<file path="config.mk">
export PLATFORM = sky130hd
export DESIGN_NAME = hbus_pwr_ctl
export DESIGN_NICKNAME = d
export VERILOG_FILES = /design/src/rtl/hbus_pkg.sv /design/src/rtl/hbus_sync.sv /design/src/rtl/hbus_cnt.sv /design/src/rtl/hbus_regs.sv /design/src/rtl/hbus_pwr_ctl.sv
export SDC_FILE = /design/constraint.sdc
export NUM_CORES = 1
export LEC_CHECK = 0
export ABC_CLOCK_PERIOD_IN_PS = 4400
export BUFFER_PORTS_ARGS = -buffer_cell sky130_fd_sc_hd__buf_2
export CORE_ASPECT_RATIO = 0.9
export CORE_MARGIN = 2
export CORE_UTILIZATION = 63
export DETAILED_ROUTE_END_ITERATION = 10
export HOLD_SLACK_MARGIN = 0.12
export PLACE_DENSITY = 0.87
export SYNTH_ARGS = -nofsm -noshare
export SYNTH_HDL_FRONTEND = slang
export SYNTH_SLANG_ARGS = --single-unit
</file>
<file path="constraint.sdc">
create_clock -name clk -period 4.4 [get_ports clk]
set_clock_uncertainty 0.15 [all_clocks]
set_input_delay 0.88 -clock clk [delete_from_list [all_inputs] [get_ports clk]]
set_output_delay 0.88 -clock clk [all_outputs]
set_load 0.02 [all_outputs]
</file>
<file path="src/rtl/hbus_pkg.sv">
package hbus_pkg;

    typedef enum logic [2:0] {
        ST_BOOT,
        ST_RESET,
        ST_NORMAL,
        ST_STANDBY,
        ST_DPD_ARM,
        ST_DPD,
        ST_WAKE
    } hb_state_e;

    // register addresses
    localparam int REG_CTRL    = 0;
    localparam int REG_CONF    = 1;
    localparam int REG_NOP     = 2;
    localparam int REG_SCRATCH = 3;

    // requested-mode codes in control bits [1:0]
    localparam logic [1:0] CMD_RESET  = 2'b00;
    localparam logic [1:0] CMD_NORMAL = 2'b01;
    localparam logic [1:0] CMD_DPD    = 2'b10;

    // mode output codes
    localparam logic [1:0] MODE_RESET   = 2'b00;
    localparam logic [1:0] MODE_NORMAL  = 2'b01;
    localparam logic [1:0] MODE_STANDBY = 2'b10;
    localparam logic [1:0] MODE_DPD     = 2'b11;

endpackage

</file>
<file path="src/rtl/hbus_sync.sv">
module hbus_sync #(
    parameter int ADDR_W   = 2,
    parameter int DATA_W   = 8,
    parameter int SYNC_STG = 2
) (
    input  logic              clk,
    input  logic              rst_n,
    input  logic              ce_n,
    input  logic              we_n,
    input  logic              oe_n,
    input  logic [ADDR_W-1:0] addr,
    input  logic [DATA_W-1:0] wdata,
    output logic              wr_evt,
    output logic [ADDR_W-1:0] wr_addr,
    output logic [DATA_W-1:0] wr_data,
    output logic              rd_act,
    output logic [ADDR_W-1:0] rd_addr,
    output logic              acc_act,
    output logic              bus_quiet
);
    localparam int BW    = 3 + ADDR_W + DATA_W;
    localparam int OE_B  = DATA_W + ADDR_W;
    localparam int WE_B  = OE_B + 1;
    localparam int CE_B  = OE_B + 2;
    localparam logic [BW-1:0] RST_V = {3'b111, {(ADDR_W + DATA_W){1'b0}}};

    logic [BW-1:0] pipe [0:SYNC_STG];
    logic [BW-1:0] prv;

    assign pipe[0] = {ce_n, we_n, oe_n, addr, wdata};

    for (genvar g = 0; g < SYNC_STG; g++) begin : g_stage
        always_ff @(posedge clk or negedge rst_n) begin
            if (!rst_n) pipe[g+1] <= RST_V;
            else        pipe[g+1] <= pipe[g];
        end
    end

    always_ff @(posedge clk or negedge rst_n) begin
        if (!rst_n) prv <= RST_V;
        else        prv <= pipe[SYNC_STG];
    end

    logic [BW-1:0] cur;
    logic          cur_wr, prv_wr;
    assign cur     = pipe[SYNC_STG];
    assign cur_wr  = !cur[CE_B] && !cur[WE_B];
    assign prv_wr  = !prv[CE_B] && !prv[WE_B];

    assign wr_evt    = prv_wr && !cur_wr;
    assign wr_addr   = prv[OE_B-1:DATA_W];
    assign wr_data   = prv[DATA_W-1:0];
    assign rd_act    = !cur[CE_B] && !cur[OE_B];
    assign rd_addr   = cur[OE_B-1:DATA_W];
    assign acc_act   = !cur[CE_B] && (!cur[WE_B] || !cur[OE_B]);
    assign bus_quiet = cur[CE_B] && cur[WE_B] && cur[OE_B];


    wr_once_chk: assert property (@(posedge clk) disable iff (!rst_n)
        wr_evt |=> !wr_evt);

endmodule

</file>
<file path="src/rtl/hbus_cnt.sv">
module hbus_cnt #(
    parameter int CYC = 38
) (
    input  logic clk,
    input  logic rst_n,
    input  logic clr,
    output logic hit
);
    localparam int CW = $clog2(CYC + 1);
    localparam logic [CW-1:0] LAST = CW'(CYC - 1);

    logic [CW-1:0] cnt;

    assign hit = !clr && (cnt == LAST);

    always_ff @(posedge clk or negedge rst_n) begin
        if (!rst_n)          cnt <= '0;
        else if (clr || hit) cnt <= '0;
        else                 cnt <= cnt + 1'b1;
    end


    cnt_range_chk: assert property (@(posedge clk) disable iff (!rst_n)
        cnt <= LAST);

endmodule

</file>
<file path="src/rtl/hbus_regs.sv">
module hbus_regs
    import hbus_pkg::*;
#(
    parameter int ADDR_W = 2,
    parameter int DATA_W = 8
) (
    input  logic              clk,
    input  logic              rst_n,
    input  logic              clr,
    input  hb_state_e         st,
    input  logic              wr_evt,
    input  logic [ADDR_W-1:0] wr_addr,
    input  logic [DATA_W-1:0] wr_data,
    input  logic [ADDR_W-1:0] rd_addr,
    output logic [DATA_W-1:0] rd_val,
    output logic              cmd_go,
    output logic [1:0]        cmd_mode,
    output logic              nop_hit
);
    logic [DATA_W-1:0] ctrl_q, conf_q, scratch_q;
    logic              pend_q;

    logic is_ctrl, is_conf, is_nop, is_scr;
    assign is_ctrl = (wr_addr == ADDR_W'(REG_CTRL));
    assign is_conf = (wr_addr == ADDR_W'(REG_CONF));
    assign is_nop  = (wr_addr == ADDR_W'(REG_NOP));
    assign is_scr  = (wr_addr == ADDR_W'(REG_SCRATCH));

    logic acc_ctrl, acc_conf, acc_scr, acc_nop;
    always_comb begin
        acc_ctrl = 1'b0;
        acc_conf = 1'b0;
        acc_scr  = 1'b0;
        acc_nop  = 1'b0;
        unique case (st)
            ST_NORMAL, ST_STANDBY, ST_DPD_ARM: begin
                acc_ctrl = wr_evt && is_ctrl;
                acc_conf = wr_evt && is_conf;
                acc_scr  = wr_evt && is_scr;
            end
            ST_RESET: begin
                acc_ctrl = wr_evt && is_ctrl;
                acc_conf = wr_evt && is_conf;
            end
            ST_DPD: begin
                acc_nop = wr_evt && is_nop;
            end
            ST_BOOT, ST_WAKE: ;
        endcase
    end

    logic conf_ok;
    assign conf_ok = acc_conf && pend_q && (wr_data == ~ctrl_q);

    always_ff @(posedge clk or negedge rst_n) begin
        if (!rst_n) begin
            ctrl_q    <= '0;
            conf_q    <= '0;
            scratch_q <= '0;
            pend_q    <= 1'b0;
            cmd_go    <= 1'b0;
            nop_hit   <= 1'b0;
        end else if (clr) begin
            ctrl_q    <= '0;
            conf_q    <= '0;
            scratch_q <= '0;
            pend_q    <= 1'b0;
            cmd_go    <= 1'b0;
            nop_hit   <= 1'b0;
        end else begin
            cmd_go  <= conf_ok;
            nop_hit <= acc_nop;
            if (acc_ctrl) ctrl_q    <= wr_data;
            if (acc_conf) conf_q    <= wr_data;
            if (acc_scr)  scratch_q <= wr_data;
            if (acc_ctrl)          pend_q <= 1'b1;
            else if (wr_evt)       pend_q <= 1'b0;
        end
    end

    assign cmd_mode = ctrl_q[1:0];

    always_comb begin
        if (rd_addr == ADDR_W'(REG_CTRL))      rd_val = ctrl_q;
        else if (rd_addr == ADDR_W'(REG_CONF)) rd_val = conf_q;
        else if (rd_addr == ADDR_W'(REG_SCRATCH)) rd_val = scratch_q;
        else                                   rd_val = '0;
    end


    dpd_hold_chk: assert property (@(posedge clk) disable iff (!rst_n)
        (st == ST_DPD && $past(st) == ST_DPD) |-> ($stable(scratch_q) && $stable(ctrl_q)));


    go_src_chk: assert property (@(posedge clk) disable iff (!rst_n || clr)
        cmd_go |-> $past(wr_evt && wr_addr == ADDR_W'(REG_CONF)));

endmodule

</file>
<file path="src/rtl/hbus_pwr_ctl.sv">
module hbus_pwr_ctl
    import hbus_pkg::*;
#(
    parameter int ADDR_W   = 2,
    parameter int DATA_W   = 8,
    parameter int IDLE_CYC = 38,
    parameter int WAKE_CYC = 150
) (
    input  logic              clk,
    input  logic              rst_n,
    input  logic              rstin_n,
    input  logic              ce_n,
    input  logic              we_n,
    input  logic              oe_n,
    input  logic [ADDR_W-1:0] addr,
    input  logic [DATA_W-1:0] wdata,
    output logic [DATA_W-1:0] rdata,
    output logic              data_oe,
    output logic              busy_n,
    output logic [1:0]        mode,
    output logic              core_clk_en,
    output logic              analog_en
);
    hb_state_e state_q, state_d;

    // host reset synchroniser
    logic [1:0] rsti_q;
    always_ff @(posedge clk or negedge rst_n) begin
        if (!rst_n) rsti_q <= 2'b00;
        else        rsti_q <= {rsti_q[0], rstin_n};
    end
    logic rst_act;
    assign rst_act = !rsti_q[1];

    logic              wr_evt, rd_act, acc_act, bus_quiet;
    logic [ADDR_W-1:0] wr_addr, rd_addr;
    logic [DATA_W-1:0] wr_data, rd_val;

    hbus_sync #(.ADDR_W(ADDR_W), .DATA_W(DATA_W), .SYNC_STG(2)) u_sync (
        .clk(clk), .rst_n(rst_n),
        .ce_n(ce_n), .we_n(we_n), .oe_n(oe_n), .addr(addr), .wdata(wdata),
        .wr_evt(wr_evt), .wr_addr(wr_addr), .wr_data(wr_data),
        .rd_act(rd_act), .rd_addr(rd_addr), .acc_act(acc_act), .bus_quiet(bus_quiet)
    );

    logic       cmd_go, nop_hit;
    logic [1:0] cmd_mode;

    hbus_regs #(.ADDR_W(ADDR_W), .DATA_W(DATA_W)) u_regs (
        .clk(clk), .rst_n(rst_n), .clr(rst_act), .st(state_q),
        .wr_evt(wr_evt), .wr_addr(wr_addr), .wr_data(wr_data),
        .rd_addr(rd_addr), .rd_val(rd_val),
        .cmd_go(cmd_go), .cmd_mode(cmd_mode), .nop_hit(nop_hit)
    );

    logic idle_clr, idle_hit, wk_clr, wk_hit;
    assign idle_clr = (state_q != ST_NORMAL) || acc_act;
    assign wk_clr   = !(state_q == ST_WAKE || state_q == ST_BOOT) || rst_act;

    hbus_cnt #(.CYC(IDLE_CYC)) u_idle (
        .clk(clk), .rst_n(rst_n), .clr(idle_clr), .hit(idle_hit)
    );

    hbus_cnt #(.CYC(WAKE_CYC)) u_wake (
        .clk(clk), .rst_n(rst_n), .clr(wk_clr), .hit(wk_hit)
    );

    // state register
    always_ff @(posedge clk or negedge rst_n) begin
        if (!rst_n) state_q <= ST_BOOT;
        else        state_q <= state_d;
    end

    // next state
    always_comb begin
        state_d = state_q;
        unique case (state_q)
            ST_BOOT:    if (wk_hit) state_d = ST_RESET;
            ST_RESET: begin
                if (cmd_go && cmd_mode == CMD_NORMAL)   state_d = ST_NORMAL;
                else if (cmd_go && cmd_mode == CMD_DPD) state_d = ST_DPD_ARM;
            end
            ST_NORMAL: begin
                if (cmd_go && cmd_mode == CMD_RESET)    state_d = ST_RESET;
                else if (cmd_go && cmd_mode == CMD_DPD) state_d = ST_DPD_ARM;
                else if (idle_hit)                      state_d = ST_STANDBY;
            end
            ST_STANDBY: if (acc_act)   state_d = ST_NORMAL;
            ST_DPD_ARM: if (bus_quiet) state_d = ST_DPD;
            ST_DPD:     if (nop_hit)   state_d = ST_WAKE;
            ST_WAKE:    if (wk_hit)    state_d = ST_NORMAL;
        endcase
        if (rst_act) state_d = ST_BOOT;
    end

    // outputs
    always_comb begin
        mode        = MODE_RESET;
        core_clk_en = 1'b1;
        analog_en   = 1'b1;
        busy_n      = 1'b1;
        data_oe     = 1'b0;
        rdata       = '0;
        unique case (state_q)
            ST_BOOT: begin
                busy_n = 1'b0;
            end
            ST_RESET: begin
                data_oe = rd_act;
            end
            ST_NORMAL, ST_DPD_ARM: begin
                mode    = MODE_NORMAL;
                data_oe = rd_act;
                rdata   = rd_act ? rd_val : '0;
            end
            ST_STANDBY: begin
                mode        = MODE_STANDBY;
                core_clk_en = 1'b0;
                data_oe     = rd_act;
                rdata       = rd_act ? rd_val : '0;
            end
            ST_DPD: begin
                mode        = MODE_DPD;
                core_clk_en = 1'b0;
                analog_en   = 1'b0;
            end
            ST_WAKE: begin
                mode        = MODE_DPD;
                core_clk_en = 1'b0;
                busy_n      = 1'b0;
            end
        endcase
    end


    standby_entry_chk: assert property (@(posedge clk) disable iff (!rst_n)
        (state_q == ST_STANDBY && $past(state_q) == ST_NORMAL) |-> $past(idle_hit));


    dpd_no_drive_chk: assert property (@(posedge clk) disable iff (!rst_n)
        (state_q == ST_DPD && rd_act) |-> !data_oe);


    wake_hold_chk: assert property (@(posedge clk) disable iff (!rst_n)
        (state_q == ST_WAKE && !wk_hit && !rst_act) |=> (state_q == ST_WAKE));


    boot_busy_chk: assert property (@(posedge clk) disable iff (!rst_n)
        rst_act |=> !busy_n);


    reset_zero_chk: assert property (@(posedge clk) disable iff (!rst_n)
        (state_q == ST_RESET && data_oe) |-> (rdata == '0));

endmodule

</file>
After elaboration in Yosys (flattened, before gate mapping). Index checks and enable logic that the tools add are counted.

Bits in registers: 85. Latch bits: 0. Memory bits (writable): 0. Bits in read-only memories: 0. Input port bits: 16. Output and inout port bits: 14. Memories: 0.

Add/subtract/negate cells: 2. Multiply operators: 0. Divide/modulo/power cells: 0. Order comparisons: 0. Equal/unequal tests: 28. Shift operators: 0. Muxes and demuxes: 39. Bitwise logic cells: 1. Reduce and logical (&&, ||, !) cells: 45.

Operator list (number): two-way mux 8 bit (12); two-way mux 3 bit (11); one-hot mux 3 bit (7 select lines) (1); logical AND 1 bit (18); two-way mux 1 bit (13); != test 3 x 2 -> 1 bit, second input constant (4); zero test 1 bit (10); == test 3 bit, second input constant (3); adder 8 x 1 -> 8 bit, second input constant (1); == test 2 bit, second input constant (4); == test 8 bit (1); == test 8 bit, second input constant (1); NOT 8 bit (1); AND reduction 7 bit (1); adder 6 x 1 -> 6 bit, second input constant (1); == test 2 x 1 -> 1 bit, second input constant (3); == test 3 x 2 -> 1 bit, second input constant (2); == test 6 bit, second input constant (1); zero test 2 bit (3); logical OR 1 bit (6); two-way mux 6 bit (1); != test 2 x 1 -> 1 bit, second input constant (3); != test 3 bit, second input constant (2); one-hot mux 2 bit (3 select lines) (1); other kinds (8) (11).

Depth between registers and ports, before layout.
Depth in word-level cells: 11. Depth in mapped cells: 7. Gate-level depth less buffers: 7.

Cells and area by module. Synthesis repeated with hierarchy kept, for this count alone.

Cells, all modules: 323. Area, all modules: 3851.2 sq um.

Modules (own cells, without submodules): hbus_regs (times used 1, cells an instance 134, area each 1544.0 sq um, seq. area each 675.6 sq um); hbus_sync (times used 1, cells an instance 55, area each 1079.8 sq um, seq. area each 960.9 sq um); hbus_pwr_ctl (times used 1, cells an instance 68, area each 538.0 sq um, seq. area each 125.1 sq um); hbus_cnt at u_wake (times used 1, cells an instance 39, area each 405.4 sq um, seq. area each 200.2 sq um); hbus_cnt at u_idle (times used 1, cells an instance 27, area each 284.0 sq um, seq. area each 150.1 sq um).

Worst setup path after synthesis. OpenSTA, ideal clock, no wires.

Path kind: register to output. From: reg state_q[1]. To: out rdata[0]. Arrival time: 1.528 ns. Data required time: 3.370 ns. Path slack: 1.842 ns. Cell stages (with the launch flop): 7. Cell sequence: dfrtp_1 -> buf_6 -> nor3b_4 -> nor2_2 -> or3_1 -> clkbuf_1 -> nor2_1.

Cells in the longest elaborated chain, start to end: 3. Elaborated cells on any way between the ends: 5. Classes of those cells: eq/ne: 3; mux: 1; reduce/logical: 1.

RTL lines: start: declaration (RTL line hbus_pwr_ctl.sv:24) `hb_state_e state_q, state_d;`; start signal: assignment (RTL line hbus_pwr_ctl.sv:71) `else state_q <= state_d;`; == test 3 x 2 -> 1 bit or == test 3 bit (tied branches) (RTL line hbus_pwr_ctl.sv:104) `unique case (state_q)`; OR reduction 3 bit (no source line) (*); two-way mux 8 bit (*); end: declaration (RTL line hbus_pwr_ctl.sv:17) `output logic [DATA_W-1:0] rdata,`.

Mark *: on every way between the ends. The rest lies on a longest branch, timed or not.

Worst setup path after layout.
From: reg state_q[1]. To: out rdata[3].

The elaborated chain is that of the path after synthesis.

==> metrics.md <==
| Metric | Value |
|---|---|
| Leading cell type in the layout, fill and taps excluded | `dfrtp_1` |
| Routed wire per std cell | `15.4 um` |
| Setup crit end kind | `output port` |
| CTS clk-pin slew, worst paths | `0.10 ns` |
| First-pass GRT wire length | `10.4 mm` |
| Setup CP Type | `flip-flop to output port` |
| Hold WC Path Type | `flip-flop to flip-flop` |
| Initial Util | `66.1%` |
| Hold depth | `0` |
| Area Growth Syn to Fin | `11.0%` |
| Cell area after synthesis | `3520 um2` |
| Die width | `82.7 um` |
| Post-synth net total | `326` |
| Slew HR | `33.2%` |
| Root buffer cell | `clkbuf_8` |
| Compound-Gate Fraction of Synth Area | `5.73%` |
| Fmax | `0.313 GHz` |
| CTS tree | `done` |
| PortBufs | `29` |
| Main combinational cell family by area after synthesis | `simple AND/OR/NAND/NOR gates` |
| Period utilisation layout | `72.6%` |
| Vias/cell | `5.69` |
| Routed Antenna Nets | `0` |
| RSZ-0062 raised after global routing | `no` |
| Final min period | `3.20 ns` |
| Clk sinks | `84` |
| Pleak | `1.69 nW` |
| Max Transition Viols Final | `0` |
| Yosys Warn Count | `0` |
| Fin. Hold Viols | `0` |
| Worst-path fanout max | `17` |
| First-pass iteration count of the detailed router | `5` |
| Setup violators final | `0` |
| CTS max path bufs | `2` |
| Placed cell count | `387` |
| DRT iter0 DRCs | `217` |
| Synth async-reset ratio | `100%` |
| CTS Buf Count | `9` |
| Yosys reg bits | `84` |
| Reg2reg path depth | `5` |
| MaxCap Viol Count | `0` |
| Post-Route WL | `6.22 mm` |
| Pwr per Cell Area | `446 nW/um2` |
| Peak supply drop | `0.000388 V` |
| DR DRC count | `0` |
| Filler Cells Inserted | `354` |
| Setup TNS | `0 ns` |
| Ports | `30` |
| Avg Synthesized Cell Area | `11.5 um2` |
| Mapped Cells | `306` |
| Synth Area in Adders | `1.42%` |
| Post-route insts no fill | `403` |
| Via count | `2292` |
| Utilization of the core after routing | `73.4%` |
| Resized cells post-CTS | `0` |
| Setup crit start kind | `flip-flop` |
| Gr usage total | `22.8%` |
| CORE AREA | `5320 um2` |
| Post-CTS setup buffers | `0` |
| Remaining Overflow, GRT | `0` |
| CTS Hold Buffers Added | `0` |
| Slew of the pin with the lowest slew margin | `1.00 ns` |
| Synth Area in Simple Gates | `15.4%` |
| Multiplexer share of the synthesized area | `9.11%` |
| Yosys cell types | `44` |
| Run status | `complete, no violations` |
| Full die area | `6200 um2` |
| H-tree levels | `3` |
| Critical Path RT | `3.37 ns` |
| Post-synth EDFFs | `0` |
| Nets | `351` |
| Most frequent cells in the layout | `dfrtp_1 (76), nor2_1 (59), mux2i_1 (32)` |
| Critical path data arrival time | `2.17 ns` |
| Vias in the first global route | `2215` |
| Initial antenna violation count | `0` |
| Row count | `25` |
| Skew-Pair Late Insertion Delay | `0.36 ns` |
| Global placement routability congestion | `0.862` |
| Synth Area in XOR/XNOR | `5.23%` |
| Layout cells sized above 1 | `18.8%` |
| Top_reg_cell synth | `dfrtp_1` |
| HPWL after DPL | `3.92 mm` |
| # diodes | `0` |
| Largest net degree at the start of global routing | `85` |
| Sequential area share after synthesis | `60.1%` |
| Die Span Y | `74.9 um` |
==> path summary, 6_finish.rpt <==
path / slack, ns / startpoint / endpoint
worst min-delay path: 0.20 / u_sync.pipe[23] / u_sync.cur[10]
min in group asynchronous: 0.55 / rst_n / u_sync.prv[5]
worst max-delay path: 1.20 / state_q[1] / rdata[3]
worst min register to register: 0.20 / u_sync.pipe[23] / u_sync.cur[10]
worst max register to register: 2.07 / state_q[1] / u_regs.scratch_q[4]
max in group asynchronous: 2.93 / rst_n / u_sync.cur[1]
==> per-layer routing <==
| metal | track usage (%) | part of all wire, % | wire [um] |
|---|---|---|---|
| met4 | 5.83 | 1.6 | 99 |
| met5 | 0 | 0 | 0 |
| met3 | 6.95 | 4.5 | 281 |
| met2 | 36.7 | 48 | 3010 |
| met1 | 30.8 | 45 | 2830 |
==> power breakdown <==
group          total (W)  internal [W]  leakage [nW]  switching [W]
registers       0.000897      0.000817          1.07      0.0000797
logic           0.000311      0.000126         0.521       0.000185
clock network   0.000533      0.000224         0.102       0.000309
==> through the flow <==
stage                     total power (W)  hold slack (ns)  worst slack (ns)  area, um2
after floorplan                   0.00113            0.181              1.84       3520
after global placement            0.00121            0.183              1.68       3700
after detailed placement          0.00122            0.187              1.60       3700
after CTS                         0.00175            0.199              1.21       3900
after global routing              0.00183            0.199              1.06       3900
final                             0.00174            0.197              1.20       3900
==> logic make-up (layout without fill, tap and decap cells) <==
| group | Yosys count | after routing |
|---|---|---|
| simple gates | 110 | 110 |
| flops | 84 | 84 |
| mux | 32 | 32 |
| compound gates | 30 | 30 |
| buf+inv | 25 | 55 |
| xor+xnor | 21 | 21 |
| fa+ha+maj | 4 | 4 |
==> sequential cells by signal, indices dropped and copies added (netlist names) <==
register          flops
u_regs.ctrl_q         8
u_idle.cnt            6
u_regs.conf_q         8
u_sync.prv           12
u_regs.nop_hit        1
rsti_q                2
u_regs.cmd_go         1
u_wake.cnt            8
u_sync.cur           13
u_regs.pend_q         1
u_regs.scratch_q      8
u_sync.pipe          13
state_q               3
==> worst max-delay path: stages, from the launching register on <==
cell     delay, ns
dfrtp_1       0.68
and2b_1       0.25
nor2_2        0.07
or3_1         0.48
nor2_1        0.15
buf_2         0.17
==> Yosys cell counts, drive strengths merged, types with 2 or more instances <==
cell	count	share of area, %
nor2b	2	0.36
inv	7	0.75
dfstp	8	6.0
nor2	60	6.5
a21oi	5	0.71
nor3	2	0.28
o2111ai	2	0.50
mux2i	32	9.1
o22ai	2	0.36
dfrtp	76	54
buf	5	0.85
xor2	10	2.5
ha	4	1.4
nand3	10	1.4
o211ai	2	0.57
xnor2	11	2.7
and3	2	0.36
nand2	9	0.96
nand3b	2	0.43
nor4	6	1.5
nand2b	6	1.1
nand4	2	0.36
o21ai	5	0.71
and2	2	0.36
clkbuf	12	1.3
a31oi	9	1.6
==> layout make-up <==
cell class | count | area, um2 | share of cell area, %
flip-flops and latches | 84 | 2110 | 54.1
multi-input cells | 197 | 1310 | 33.6
repair buffers | 31 | 163 | 4.17
clock buffers | 9 | 124 | 3.17
well taps | 67 | 83.8 | 2.15
clock inverters | 7 | 78.8 | 2.02
inverters | 8 | 30.0 | 0.769
Note: power is estimated with default switching activity, not from simulation.
